`config.mk`:
```
export PLATFORM = sky130hd
export DESIGN_NAME = zs_readout_seq
export DESIGN_NICKNAME = d
export VERILOG_FILES = /design/src/rtl/zsr_pkg.sv /design/src/rtl/zsr_chan_fmt.sv /design/src/rtl/zsr_pack.sv /design/src/rtl/zsr_bus_seq.sv /design/src/rtl/zs_readout_seq.sv
export SDC_FILE = /design/constraint.sdc
export NUM_CORES = 1
export LEC_CHECK = 0
export BUFFER_PORTS_ARGS = -buffer_cell sky130_fd_sc_hd__clkbuf_2
export CORE_AREA = 2 2 99 125
export CTS_BUF_LIST = sky130_fd_sc_hd__clkbuf_8
export DETAILED_ROUTE_END_ITERATION = 16
export DIE_AREA = 0 0 101 127
export HOLD_SLACK_MARGIN = 0.03
export PLACE_DENSITY = 0.88
export SLEW_MARGIN = 25
export SYNTH_ARGS = -nofsm -noshare
export SYNTH_HDL_FRONTEND = slang
export SYNTH_SLANG_ARGS = --single-unit
```
`constraint.sdc`:
```
create_clock -name clk -period 4.1 [get_ports clk]
set_input_delay 0.205 -clock clk [delete_from_list [all_inputs] [get_ports clk]]
set_output_delay 0.205 -clock clk [all_outputs]
set_load 0.01 [all_outputs]
```
`src/rtl/zsr_pkg.sv`:
```
package zsr_pkg;

    localparam int DATA_W = 13;
    localparam int WORD_W = 16;
    localparam int VSN_W  = 8;
    localparam int SUB_W  = 2;
    localparam int CNT_W  = 2;

    typedef logic [DATA_W-1:0] data_t;
    typedef logic [WORD_W-1:0] word_t;

    typedef struct packed {
        logic  present;
        word_t rec;
    } chan_rec_t;

    typedef enum logic [2:0] {
        ST_IDLE,
        ST_WAIT,
        ST_SEND,
        ST_GAP,
        ST_DONE,
        ST_EMPTY,
        ST_CAM
    } seq_state_t;

    function automatic word_t make_record(input logic [SUB_W-1:0] sub, input data_t d);
        return {1'b0, sub, d};
    endfunction

    function automatic word_t make_header(input logic [CNT_W-1:0] cnt, input logic [VSN_W-1:0] vsn);
        return {1'b1, 2'b00, cnt, 3'b000, vsn};
    endfunction

endpackage

```
`src/rtl/zsr_chan_fmt.sv`:
```
module zsr_chan_fmt
    import zsr_pkg::*;
#(
    parameter int CH_IDX    = 0,
    parameter int OVF_LIMIT = 8064
) (
    input  data_t     data_i,
    input  logic      valid_i,
    input  logic      keep_all_i,
    input  logic      ovf_keep_i,
    output chan_rec_t rec_o
);

    data_t clean;

    always_comb begin
        clean = valid_i ? data_i : '0;
        if (!ovf_keep_i && (int'(clean) > OVF_LIMIT))
            clean = '0;
        rec_o.present = keep_all_i || (clean != '0);
        rec_o.rec     = make_record(SUB_W'(CH_IDX), clean);
    end

endmodule

```
`src/rtl/zsr_pack.sv`:
```
module zsr_pack
    import zsr_pkg::*;
#(
    parameter int NUM_CH = 4,
    localparam int MAXW  = NUM_CH + 1,
    localparam int IDX_W = $clog2(MAXW + 1)
) (
    input  chan_rec_t [NUM_CH-1:0] recs_i,
    input  logic                   keep_all_i,
    input  logic [VSN_W-1:0]       vsn_i,
    output word_t     [MAXW-1:0]   words_o,
    output logic      [IDX_W-1:0]  nwords_o
);

    logic [IDX_W-1:0] nrec;
    logic [IDX_W-1:0] pos;

    always_comb begin
        words_o = '0;
        nrec    = '0;
        pos     = IDX_W'(1);
        for (int i = 0; i < NUM_CH; i++)
            if (recs_i[i].present)
                nrec = nrec + IDX_W'(1);
        if (keep_all_i) begin
            for (int i = 0; i < NUM_CH; i++)
                words_o[i] = recs_i[i].rec;
            nwords_o = IDX_W'(NUM_CH);
        end else begin
            words_o[0] = make_header(nrec[CNT_W-1:0], vsn_i);
            for (int i = 0; i < NUM_CH; i++) begin
                if (recs_i[i].present) begin
                    words_o[pos] = recs_i[i].rec;
                    pos = pos + IDX_W'(1);
                end
            end
            nwords_o = (nrec == '0) ? '0 : nrec + IDX_W'(1);
        end
    end

endmodule

```
`src/rtl/zsr_bus_seq.sv`:
```
module zsr_bus_seq
    import zsr_pkg::*;
#(
    parameter int NUM_CH      = 4,
    parameter int SYNC_STAGES = 2,
    localparam int MAXW       = NUM_CH + 1,
    localparam int IDX_W      = $clog2(MAXW + 1)
) (
    input  logic                  clk,
    input  logic                  rst,
    input  logic                  clear,
    input  logic                  ready,
    input  logic                  cam_sel_i,
    input  word_t [MAXW-1:0]      words_i,
    input  logic  [IDX_W-1:0]     nwords_i,
    input  logic                  ren,
    input  logic                  wak,
    input  logic                  cam_rd,
    output logic                  req,
    output logic                  wst,
    output word_t                 out_word,
    output logic                  pass,
    output logic                  cam_q,
    output word_t                 cam_word
);

    seq_state_t            state;
    logic [IDX_W-1:0]      idx;
    logic [IDX_W-1:0]      nheld;
    word_t [MAXW-1:0]      list;
    logic [SYNC_STAGES:0]  wak_sh;
    logic                  wak_edge;

    assign wak_edge = wak_sh[SYNC_STAGES-1] & ~wak_sh[SYNC_STAGES];

    always_ff @(posedge clk) begin
        if (rst) wak_sh <= '0;
        else     wak_sh <= {wak_sh[SYNC_STAGES-1:0], wak};
    end

    always_ff @(posedge clk) begin
        if (rst || clear) begin
            state    <= ST_IDLE;
            idx      <= '0;
            nheld    <= '0;
            list     <= '0;
            cam_q    <= 1'b0;
            cam_word <= '0;
        end else begin
            cam_q    <= 1'b0;
            cam_word <= '0;
            unique case (state)
                ST_IDLE: if (ready) begin
                    list  <= words_i;
                    nheld <= nwords_i;
                    idx   <= '0;
                    if (cam_sel_i)             state <= ST_CAM;
                    else if (nwords_i == '0)   state <= ST_EMPTY;
                    else                       state <= ST_WAIT;
                end
                ST_WAIT, ST_GAP: if (ren) state <= ST_SEND;
                ST_SEND: if (wak_edge) begin
                    if (idx == nheld - IDX_W'(1)) begin
                        state <= ST_DONE;
                    end else begin
                        idx   <= idx + IDX_W'(1);
                        state <= ST_GAP;
                    end
                end
                ST_CAM: if (cam_rd && (idx < nheld)) begin
                    cam_q    <= 1'b1;
                    cam_word <= list[idx];
                    idx      <= idx + IDX_W'(1);
                end
                default: ;
            endcase
        end
    end

    assign req      = (state == ST_WAIT) || (state == ST_SEND) || (state == ST_GAP);
    assign wst      = (state == ST_SEND);
    assign out_word = (state == ST_SEND) ? list[idx] : '0;
    assign pass     = ren && ((state == ST_DONE) || (state == ST_EMPTY));

endmodule

```
`src/rtl/zs_readout_seq.sv`:
```
module zs_readout_seq
    import zsr_pkg::*;
#(
    parameter int NUM_CH      = 4,
    parameter int OVF_LIMIT   = 8064,
    parameter int SYNC_STAGES = 2,
    localparam int MAXW       = NUM_CH + 1,
    localparam int IDX_W      = $clog2(MAXW + 1)
) (
    input  logic                     clk,
    input  logic                     rst,
    input  logic                     clear,
    input  logic                     ready,
    input  logic [NUM_CH*DATA_W-1:0] res_data,
    input  logic [NUM_CH-1:0]        res_valid,
    input  logic [VSN_W-1:0]         cfg_vsn,
    input  logic                     cfg_keep_all,
    input  logic                     cfg_ovf_keep,
    input  logic                     cfg_cam_sel,
    input  logic                     ren,
    input  logic                     wak,
    input  logic                     cam_rd,
    output logic                     req,
    output logic                     wst,
    output logic [WORD_W-1:0]        out_word,
    output logic                     pass,
    output logic                     cam_q,
    output logic [WORD_W-1:0]        cam_word
);

    chan_rec_t [NUM_CH-1:0] recs;
    word_t     [MAXW-1:0]   words;
    logic      [IDX_W-1:0]  nwords;

    for (genvar c = 0; c < NUM_CH; c++) begin : g_ch
        zsr_chan_fmt #(.CH_IDX(c), .OVF_LIMIT(OVF_LIMIT)) u_fmt (
            .data_i     (res_data[c*DATA_W +: DATA_W]),
            .valid_i    (res_valid[c]),
            .keep_all_i (cfg_keep_all),
            .ovf_keep_i (cfg_ovf_keep),
            .rec_o      (recs[c])
        );
    end

    zsr_pack #(.NUM_CH(NUM_CH)) u_pack (
        .recs_i     (recs),
        .keep_all_i (cfg_keep_all),
        .vsn_i      (cfg_vsn),
        .words_o    (words),
        .nwords_o   (nwords)
    );

    zsr_bus_seq #(.NUM_CH(NUM_CH), .SYNC_STAGES(SYNC_STAGES)) u_seq (
        .clk       (clk),
        .rst       (rst),
        .clear     (clear),
        .ready     (ready),
        .cam_sel_i (cfg_cam_sel),
        .words_i   (words),
        .nwords_i  (nwords),
        .ren       (ren),
        .wak       (wak),
        .cam_rd    (cam_rd),
        .req       (req),
        .wst       (wst),
        .out_word  (out_word),
        .pass      (pass),
        .cam_q     (cam_q),
        .cam_word  (cam_word)
    );

endmodule

```
* Word level (Yosys, flattened, before mapping)
Index checks and enable logic that the tools add are counted.
** Cells by class
- Bitwise operators :: 4
- Add/sub/neg operators :: 8
- Equal/unequal tests :: 12
- Magnitude comparators :: 12
- Multiplexer cells :: 54
- Reduce and logical (&&, ||, !) cells :: 33
** Operators by type and width (count)
- two-way mux 80 bit :: 5
- bitwise mux 80 bit :: 3
- demux 16 bit (select 3 bit) :: 3
- two-way mux 13 bit :: 9
- two-way mux 16 bit :: 7
- two-way mux 64 bit :: 1
- two-way mux 3 bit :: 20
- greater-than comparator 13 bit (second input constant) :: 4
- nonzero test 13 bit :: 4
- binary-select mux 16 bit (select 3 bit) :: 1
- adder 3 x 1 -> 3 bit (second input constant) :: 6
- case mux 3 bit (3 select lines) :: 2
- < comparator 3 x 4 -> 1 bit (second input constant) :: 4
- == test 3 bit (second input constant) :: 3
- greater-or-equal comparator 3 x 1 -> 1 bit (second input constant) :: 3
- logical AND 1 bit :: 9
- logical NOT 3 bit :: 3
- logical OR 1 bit :: 8
- == test 3 x 2 -> 1 bit (second input constant) :: 2
- inequality test 2 bit (second input constant) :: 3
- nonzero test 3 bit :: 2
- AND reduction 5 bit :: 1
- inequality test 2 x 1 -> 1 bit (second input constant) :: 2
- AND reduction 4 bit :: 1
- other kinds (13) :: 17
** Word-level totals
- Register bits :: 109
- Output and inout port bits :: 36
- Input port bits :: 74
- Logic and storage cells :: 134

* Depth between registers and ports, before layout
Gate-level depths: netlist (run 1).
- Depth after elaboration :: 22
- Gate-level depth with buffers :: 21
- Depth with buffers taken out :: 19

* Cells and area by module
Synthesis (run 1) repeated with hierarchy kept, for this count alone.
** Unflattened totals
- Cell total of the unflattened synthesis :: 972
- Area, all modules :: 7437.1 um2
** By module, submodules not included
- zsr_bus_seq :: seq. area each 2182.1 um2, area each 4464.3 um2, cells an instance 529, times used 1
- zsr_pack :: seq. area each 0.0 um2, area each 2145.8 um2, cells an instance 316, times used 1
- zsr_chan_fmt at g_ch[1].u_fmt ... :: seq. area each 0.0 um2, area each 207.7 um2, cells an instance 32, times used 3
- zsr_chan_fmt at g_ch[0].u_fmt :: seq. area each 0.0 um2, area each 203.9 um2, cells an instance 31, times used 1

* Worst setup path after synthesis (run 1)
Ideal clock, no wire load.
- Path kind :: input -> register
- Start point :: input port res_data[16]
- End point :: register u_seq.nheld[2]
- Setup time :: 0.086 ns
- Path buffers :: 2
- Cell stages on the path :: 18
- Setup slack :: 0.309 ns
- Data arrival time :: 3.705 ns
- Required time :: 4.014 ns
- Cells stage by stage :: or4_1 -> nor4_2 -> o31a_1 -> buf_2 -> buf_2 -> nand2_1 -> nand2_1 -> ha_1 -> inv_1 -> nor2_1 -> a211oi_2 -> inv_1 -> ha_1 -> a21oi_1 -> ha_1 -> or3_1 -> mux2_2 -> a221oi_2
** Between the ends
- Word-level cells in the longest chain between the ends :: 14
- Elaborated cells on any way between the ends :: 15
- Classes of those cells :: add/sub: 3; order compare: 1; mux: 7; reduce/logical: 4
** RTL lines
- from (decl) :: RTL line zs_readout_seq.sv:14 : input logic [NUM_CH*DATA_W-1:0] res_data,
- two-way mux 13 bit * :: RTL line zsr_chan_fmt.sv:17 : clean = valid_i ? data_i : '0;
- greater-than comparator 13 bit :: RTL line zsr_chan_fmt.sv:18 : if (!ovf_keep_i && (int'(clean) > OVF_LIMIT))
- logical AND 1 bit :: RTL line zsr_chan_fmt.sv:18
- two-way mux 13 bit * :: RTL line zsr_chan_fmt.sv:18
- nonzero test 13 bit * :: RTL line zsr_chan_fmt.sv:20 : rec_o.present = keep_all_i || (clean != '0);
- logical OR 1 bit * :: RTL line zsr_chan_fmt.sv:20
- two-way mux 3 bit * :: RTL line zsr_pack.sv:23 : if (recs_i[i].present)
- adder 3 x 1 -> 3 bit :: RTL line zsr_pack.sv:24 : nrec = nrec + IDX_W'(1);
- two-way mux 3 bit * :: RTL line zsr_pack.sv:23
- adder 3 x 1 -> 3 bit :: RTL line zsr_pack.sv:24
- two-way mux 3 bit * :: RTL line zsr_pack.sv:23
- adder 3 x 1 -> 3 bit / logical NOT 3 bit (equally long branches) :: RTL line zsr_pack.sv:37 : nwords_o = (nrec == '0) ? '0 : nrec + IDX_W'(1);
- two-way mux 3 bit * :: RTL line zsr_pack.sv:37
- two-way mux 3 bit * :: RTL line zsr_pack.sv:25 : if (keep_all_i) begin
- to (signal assigned) :: RTL line zsr_bus_seq.sv:55 : nheld <= nwords_i;
- to (decl) :: RTL line zsr_bus_seq.sv:29 : logic [IDX_W-1:0] nheld;
Mark *: on every way between the ends. The rest lies on a longest branch, timed or not.
A chain may end at the register's enable or synchronous reset.

* Worst setup path in the final report (run 1)
Ends and elaborated chain as after synthesis.

==> qor.txt, run 1 <==
Number of synthesis warnings -> 0
Antenna violations before repair -> 0
Share of synthesized cell area in full adder, half adder and majority cells -> 0.0234
Fraction of synthesized cell area taken by the top area cell type -> 0.309
Count of max-cap constraint violations -> 0
Routed via count divided by cell count -> 6.84
Fraction of synthesized cell area in xor and xnor cells -> 0.00965
Synth Register Bits -> 104
Clock latency at the later pin of the worst-skew pair -> 0.39 ns
Synthesized netlist cell count -> 860
Required time of the critical path -> 4.40 ns
Global Route Usage Sum -> 0.345
Number of detailed-routing iterations run before antenna repair -> 6
Cells traversed along the worst timing path -> clkbuf_2, or4_1, nor4_2, nand3_1, nand2_1, nand2_1, inv_1, ha_1, inv_1, o2111a_1, a211oi_2, inv_1, ha_1, a21oi_1, ha_1, or3_1, mux2_2, a221oi_2
Setup TNS -> 0 ns
Result of the run -> finished, final reports clean
Number of placement rows -> 44
Core Box Area -> 11600 sq um
Slew @ Worst Pin -> 1.09 ns
Global-route wire length before repair -> 35.1 mm
Slowest CP cell -> sky130_fd_sc_hd__or4_1
Maximum clock frequency -> 286 MHz
Sinks on the clock net -> 104
Crit path capture type -> flip-flop
Die Width -> 101 microns
Count of port buffers added during placement -> 109
Fraction of the mapped netlist area in compound gates -> 0.296
Period Utilization, post-route -> 0.854
Total overflow reported by the global router -> 0
Die Y-Extent -> 127 microns
Worst setup startpoint -> res_data[16]
Worst r2r src -> u_seq.idx[1]
TritonCTS clock tree -> done
Worst slew margin relative to its limit -> 0.269
Ratio of total power to cell area -> 296 nW/um^2
Final wirelength -> 22.2 mm
Total non-filler cell area in the finished layout -> 7550 sq um
Number of levels the H-tree was split into -> 3
Critical path peak fanout -> 4
Leakage power figure -> 3.05 nW
Top cell type by total area after synthesis -> sky130_fd_sc_hd__dfxtp_1
Metal3 WL -> 2.71 mm
Root buffer selected by CTS -> sky130_fd_sc_hd__clkbuf_8
Hold Startpoint -> rst
Total half-perimeter wirelength after legalization and detailed placement -> 15.9 mm
Num CTS Buffers -> 9
Setup repair after global routing missed its margin -> false
Synth-to-layout area growth -> 12.0%
Dominant combinational cell family by area after synthesis -> compound AO/OA/AOI/OAI gates
DRC violation count after routing -> 0
Vias -> 7368
Post-synthesis area per instance -> 7.84 sq um
Data arrival time of the critical path -> 3.80 ns
Most used flip-flop cell after synthesis -> sky130_fd_sc_hd__dfxtp_1
Bufs on Longest Clock Path -> 2
Clk slew on worst S/H paths -> 0.09 ns
R2R Setup Slk -> 1.71 ns
Total count of hold-check failures in the final report -> 0
Diodes inserted -> 0
Post-route worst hold slack -> 0.0438 ns
Class of the most critical hold timing path -> in2reg
Mux contribution to synthesized area -> 0.0919
CP top delay family -> simple AND/OR/NAND/NOR gates
Area of the die -> 12800 sq um
Share of synthesized cell area in and, or, nand and nor gates -> 0.210
Starting density of the core -> 0.583
Number of primary I/O pins -> 110
Peak supply drop -> 0.138 mV
Count of flip-flops with a built-in enable after synthesis -> 0
Commonest cells in the synthesized netlist -> sky130_fd_sc_hd__dfxtp_1, sky130_fd_sc_hd__nor2_1, sky130_fd_sc_hd__nand2_1, sky130_fd_sc_hd__a21oi_1, sky130_fd_sc_hd__o21ai_0
Remaining number of nets flagged by the antenna check after routing -> 0
Cell types occupying the most area after synthesis -> sky130_fd_sc_hd__dfxtp_1, sky130_fd_sc_hd__mux2i_1, sky130_fd_sc_hd__a21oi_1, sky130_fd_sc_hd__nor2_1, sky130_fd_sc_hd__o21ai_0
Gpl congestion -> 1.03
Share of synthesized flip-flops with an asynchronous set or reset -> 0
Bufs and invs on worst path -> 4
Uppermost metal layer occupied by signal nets -> met4
Mapped cell area -> 6740 sq um
Nets -> 1022
Max stage delay on crit path -> 0.53 ns
Iter 0 DRT Violations -> 1130
Kind of launch point of the worst setup path -> input port
Final critical path time including I/O delays and setup -> 3.50 ns
Count of buffers added by post-CTS timing repair for setup -> 0
Max Slew Vio Count -> 0
Cell with the most instances after synthesis -> sky130_fd_sc_hd__dfxtp_1
Critical path class -> in2reg
Vias in the first global route -> 6628
Met2 routed WL -> 9.73 mm
Average wire per standard cell -> 20.6 microns
Standard cell area after detailed placement -> 7380 sq um
Fraction of layout cells with a size suffix above 1 -> 0.209
Routed length on met1 -> 8.54 mm
Synth Net Count -> 946
Number of unique standard cell types used by synthesis -> 75
Count of endpoints failing setup in the final report -> 0
Proportion of synthesized chip area in sequential cells -> 0.309
Post-layout utilization of the core -> 0.653
Largest net degree at the start of global routing -> 58
Worst clock skew on the final layout -> 0.0112 ns
-- report_power, final --
group          internal (W)  total [W]  switching [W]  leakage (nW)
registers           0.00105    0.00107      0.0000248         0.845
logic              0.000215   0.000588       0.000373          2.13
clock network      0.000228   0.000580       0.000352        0.0814
total               0.00149    0.00224       0.000750          3.05
-- state kept, by name (all words and copies together), names as in the netlist --
register and flops:
u_seq.cam_word 16, u_seq.idx 3, u_seq.state 3, u_seq.wak_sh 3, u_seq.nheld 3, u_seq.cam_q 1, u_seq.list 75
-- per-layer routing --
layer,vias up,track usage
li1,3325,-
met1,3314,0.465
met2,628,0.529
met3,101,0.0580
met4,0,0.180
met5,-,0
-- layout by cell type, fill, tap and decap left out, types with 8 or more instances in the layout --
cell type,instances
sky130_fd_sc_hd__nor2b_1,8
sky130_fd_sc_hd__o22ai_1,17
sky130_fd_sc_hd__o21ai_0,66
sky130_fd_sc_hd__nand2_1,81
sky130_fd_sc_hd__o211ai_1,8
sky130_fd_sc_hd__and2_1,16
sky130_fd_sc_hd__nand3_1,34
sky130_fd_sc_hd__dfxtp_1,103
sky130_fd_sc_hd__mux2i_1,48
sky130_fd_sc_hd__a221oi_1,16
sky130_fd_sc_hd__clkbuf_2,109
sky130_fd_sc_hd__o31ai_1,9
sky130_fd_sc_hd__inv_1,21
sky130_fd_sc_hd__ha_1,11
sky130_fd_sc_hd__a22oi_1,14
sky130_fd_sc_hd__or2_2,9
sky130_fd_sc_hd__a21oi_1,76
sky130_fd_sc_hd__clkbuf_8,10
sky130_fd_sc_hd__buf_4,29
sky130_fd_sc_hd__a32oi_1,12
sky130_fd_sc_hd__nor3_1,11
sky130_fd_sc_hd__nor2_1,95
sky130_fd_sc_hd__a31oi_1,10
-- cell families (layout without fill, tap and decap cells) --
logic type                 after synthesis  after routing
muxes                                   58             58
and+or+nand+nor                        294            294
DFF                                    104            104
buffers and inverters                   95            174
AOI/OAI and AO/OA                      292            292
adders and majority gates               12             12
xor gates and xnor gates                 5              5
-- stage by stage --
step | total power [W] | worst slack [ns] | instances
2_1_floorplan | 0.00146 | 0.309 | 860
3_3_place_gp | 0.00165 | 0.334 | 1062
3_5_place_dp | 0.00166 | 0.234 | 1062
4_1_cts | 0.00221 | 0.609 | 1077
5_1_grt | 0.00232 | 0.336 | 1077
6_report | 0.00224 | 0.600 | 1077
-- layout make-up --
cell class	count	area, sq um
multi-input cells	661	4260
well taps	138	173
flip-flops and latches	104	2080
repair buffers	140	793
inverters	20	75.1
clock buffers	10	138
clock inverters	4	23.8
fillers	992	4010
-- final timing paths --
check,cells past startpoint,to
worst min register to register,1,u_seq.wak_sh[1]
worst max register to register,9,u_seq.idx[2]
worst min-delay path,2,u_seq.wak_sh[2]
worst max-delay path,18,u_seq.nheld[2]
-- what timing repair did --
action                                 CTS  global route
hold buffers                             1             0
endpoints found under the hold margin    1             0
gates resized for setup                  0             0
No activity file was read; power rests on OpenSTA's default activity.
==> run 2, diff against run 1 <==
- CELL_PAD_IN_SITES_DETAIL_PLACEMENT: not set -> 1
- CELL_PAD_IN_SITES_GLOBAL_PLACEMENT: not set -> 2
- CORE_AREA: 2 2 99 125 -> 2 2 129 163
- DIE_AREA: 0 0 101 127 -> 0 0 131 165
- PLACE_DENSITY: 0.88 -> 0.87
==> run 2 against run 1 <==
  * Sequential power about the same
  * Critical path depth unchanged
  * Global-route usage down 9.7 points
  * Clock skew up 0.0054 ns
  * Worst hold slack better by 0.032 ns
  * Sequential cell count unchanged
  * Cell count is 13% higher
  * Register-to-register slack improved by 0.04 ns
  * Wire length increased by 19%
  * Utilization is 26 points lower
  * Largest power group unchanged
==> qor.txt, run 2 (synthesis results as in run 1) <==
Result of the run -> finished, final reports clean
Fraction of layout cells with a size suffix above 1 -> 0.218
Filler Cells Inserted -> 2507
Clock latency at the later pin of the worst-skew pair -> 0.38 ns
Slowest CP cell -> sky130_fd_sc_hd__or4_1
Total non-filler cell area in the finished layout -> 7840 sq um
Number of levels the H-tree was split into -> 3
Critical path class -> in2reg
Area used by multi-input combinational logic -> 4270 sq um
Number of cells upsized or downsized after cts -> 0
Final critical path time including I/O delays and setup -> 3.49 ns
Global-route wire length before repair -> 41.0 mm
Largest net degree at the start of global routing -> 58
Vias -> 7174
Max reg flops -> 75
Worst clock skew on the final layout -> 0.0166 ns
Global Route Usage Sum -> 0.249
Bufs on Longest Clock Path -> 2
Antenna violations before repair -> 0
Class of the most critical hold timing path -> in2reg
Setup TNS -> 0 ns
Die Y-Extent -> 165 microns
Crit path capture type -> flip-flop
Cells traversed along the worst timing path -> clkbuf_2, or4_1, nor4_2, nand3_1, nand2_1, nand2_1, inv_1, ha_1, inv_1, o2111a_1, a211oi_2, inv_1, ha_1, a21oi_1, ha_1, or3_1, mux2_2, a221oi_2
Final Non-Filler Cells -> 1217
Period Utilization, post-route -> 0.850
Maximum clock frequency -> 287 MHz
Max Slew Vio Count -> 0
Reg with most FFs -> u_seq.list
Diodes inserted -> 0
Total count of hold-check failures in the final report -> 0
Die Width -> 131 microns
Count of port buffers added during placement -> 109
DRC violation count after routing -> 0
Bufs and invs on worst path -> 4
Nets -> 1028
Remaining number of nets flagged by the antenna check after routing -> 0
Slew @ Worst Pin -> 0.771 ns
Total half-perimeter wirelength after legalization and detailed placement -> 19.8 mm
Total instance count after detailed placement -> 1200
Total overflow reported by the global router -> 0
Data arrival time of the critical path -> 3.78 ns
Peak supply drop -> 0.213 mV
Required time of the critical path -> 4.39 ns
Ratio of total power to cell area -> 307 nW/um^2
Count of max-cap constraint violations -> 0
Vias in the first global route -> 6985
Commonest non-fill, non-tap cell in the layout -> sky130_fd_sc_hd__clkbuf_2
Gpl congestion -> 0.912
Post-layout utilization of the core -> 0.393
Number of detailed-routing iterations run before antenna repair -> 5
Critical path peak fanout -> 4
Setup repair after global routing missed its margin -> false
Num CTS Buffers -> 9
Starting density of the core -> 0.338
Max stage delay on crit path -> 0.53 ns
Area of the die -> 21600 sq um
Sinks on the clock net -> 104
Kind of launch point of the worst setup path -> input port
Average wire per standard cell -> 21.7 microns
Standard cell area after detailed placement -> 7610 sq um
Highest-count cells in the layout ignoring fill and taps -> sky130_fd_sc_hd__clkbuf_2, sky130_fd_sc_hd__dfxtp_1, sky130_fd_sc_hd__nor2_1, sky130_fd_sc_hd__nand2_1, sky130_fd_sc_hd__a21oi_1
Worst slew margin relative to its limit -> 0.486
Synth-to-layout area growth -> 16.3%
Number of primary I/O pins -> 110
Reg area -> 2080 sq um
CP top delay family -> simple AND/OR/NAND/NOR gates
TritonCTS clock tree -> done
Core Box Area -> 20000 sq um
Number of placement rows -> 58
Root buffer selected by CTS -> sky130_fd_sc_hd__clkbuf_8
Iter 0 DRT Violations -> 455
Routed via count divided by cell count -> 5.89
Largest regs -> u_seq.list: 75 flops, u_seq.cam_word: 16 flops
Count of endpoints failing setup in the final report -> 0
Leakage power figure -> 3.12 nW
Final wirelength -> 26.5 mm
Clk slew on worst S/H paths -> 0.10 ns
## run 2: layout make-up
cell class	count	area share
multi-input cells	661	0.545
clock inverters	7	0.0121
repair buffers	146	0.109
flip-flops and latches	104	0.266
inverters	20	0.00958
clock buffers	9	0.0158
well taps	270	0.0431
## run 2: where the power goes
group / internal, W / switching, W / total, W / leakage [nW]
clock: 0.000346 / 0.000378 / 0.000723 / 0.115
sequential: 0.00105 / 0.0000235 / 0.00107 / 0.845
combinational: 0.000218 / 0.000396 / 0.000615 / 2.16
## run 2: per-layer routing
metal,global-route usage,vias to the layer above,share of wire
met5,0,-,0
met4,0.116,0,0.042
met3,0.0279,57,0.061
met2,0.391,276,0.45
met1,0.338,3499,0.44
li1,-,3342,-
## run 2: path summary, 6_finish.rpt
kind / startpoint / to / slack (ns) / depth (start not counted)
worst max-delay path: res_data[16] / u_seq.nheld[2] / 0.61 / 18
worst min-delay path: rst / u_seq.wak_sh[0] / 0.08 / 2
worst max register to register: u_seq.idx[1] / u_seq.idx[2] / 1.75 / 9
worst min register to register: u_seq.list[45] / u_seq.list[45] / 0.46 / 2
## run 2: per-stage QoR
stage / power, W / hold slack [ns] / setup WS, ns
2_1_floorplan: 0.00146 / 0.277 / 0.309
3_3_place_gp: 0.00169 / 0.433 / 0.277
3_5_place_dp: 0.00169 / 0.429 / 0.213
4_1_cts: 0.00242 / 0.0641 / 0.602
5_1_grt: 0.00253 / 0.0676 / 0.393
6_report: 0.00241 / 0.0761 / 0.613
## run 2: repair_timing
item,in CTS,in global routing
buffers inserted,0,0
hold buffers,1,0
endpoints found under the hold margin,1,0
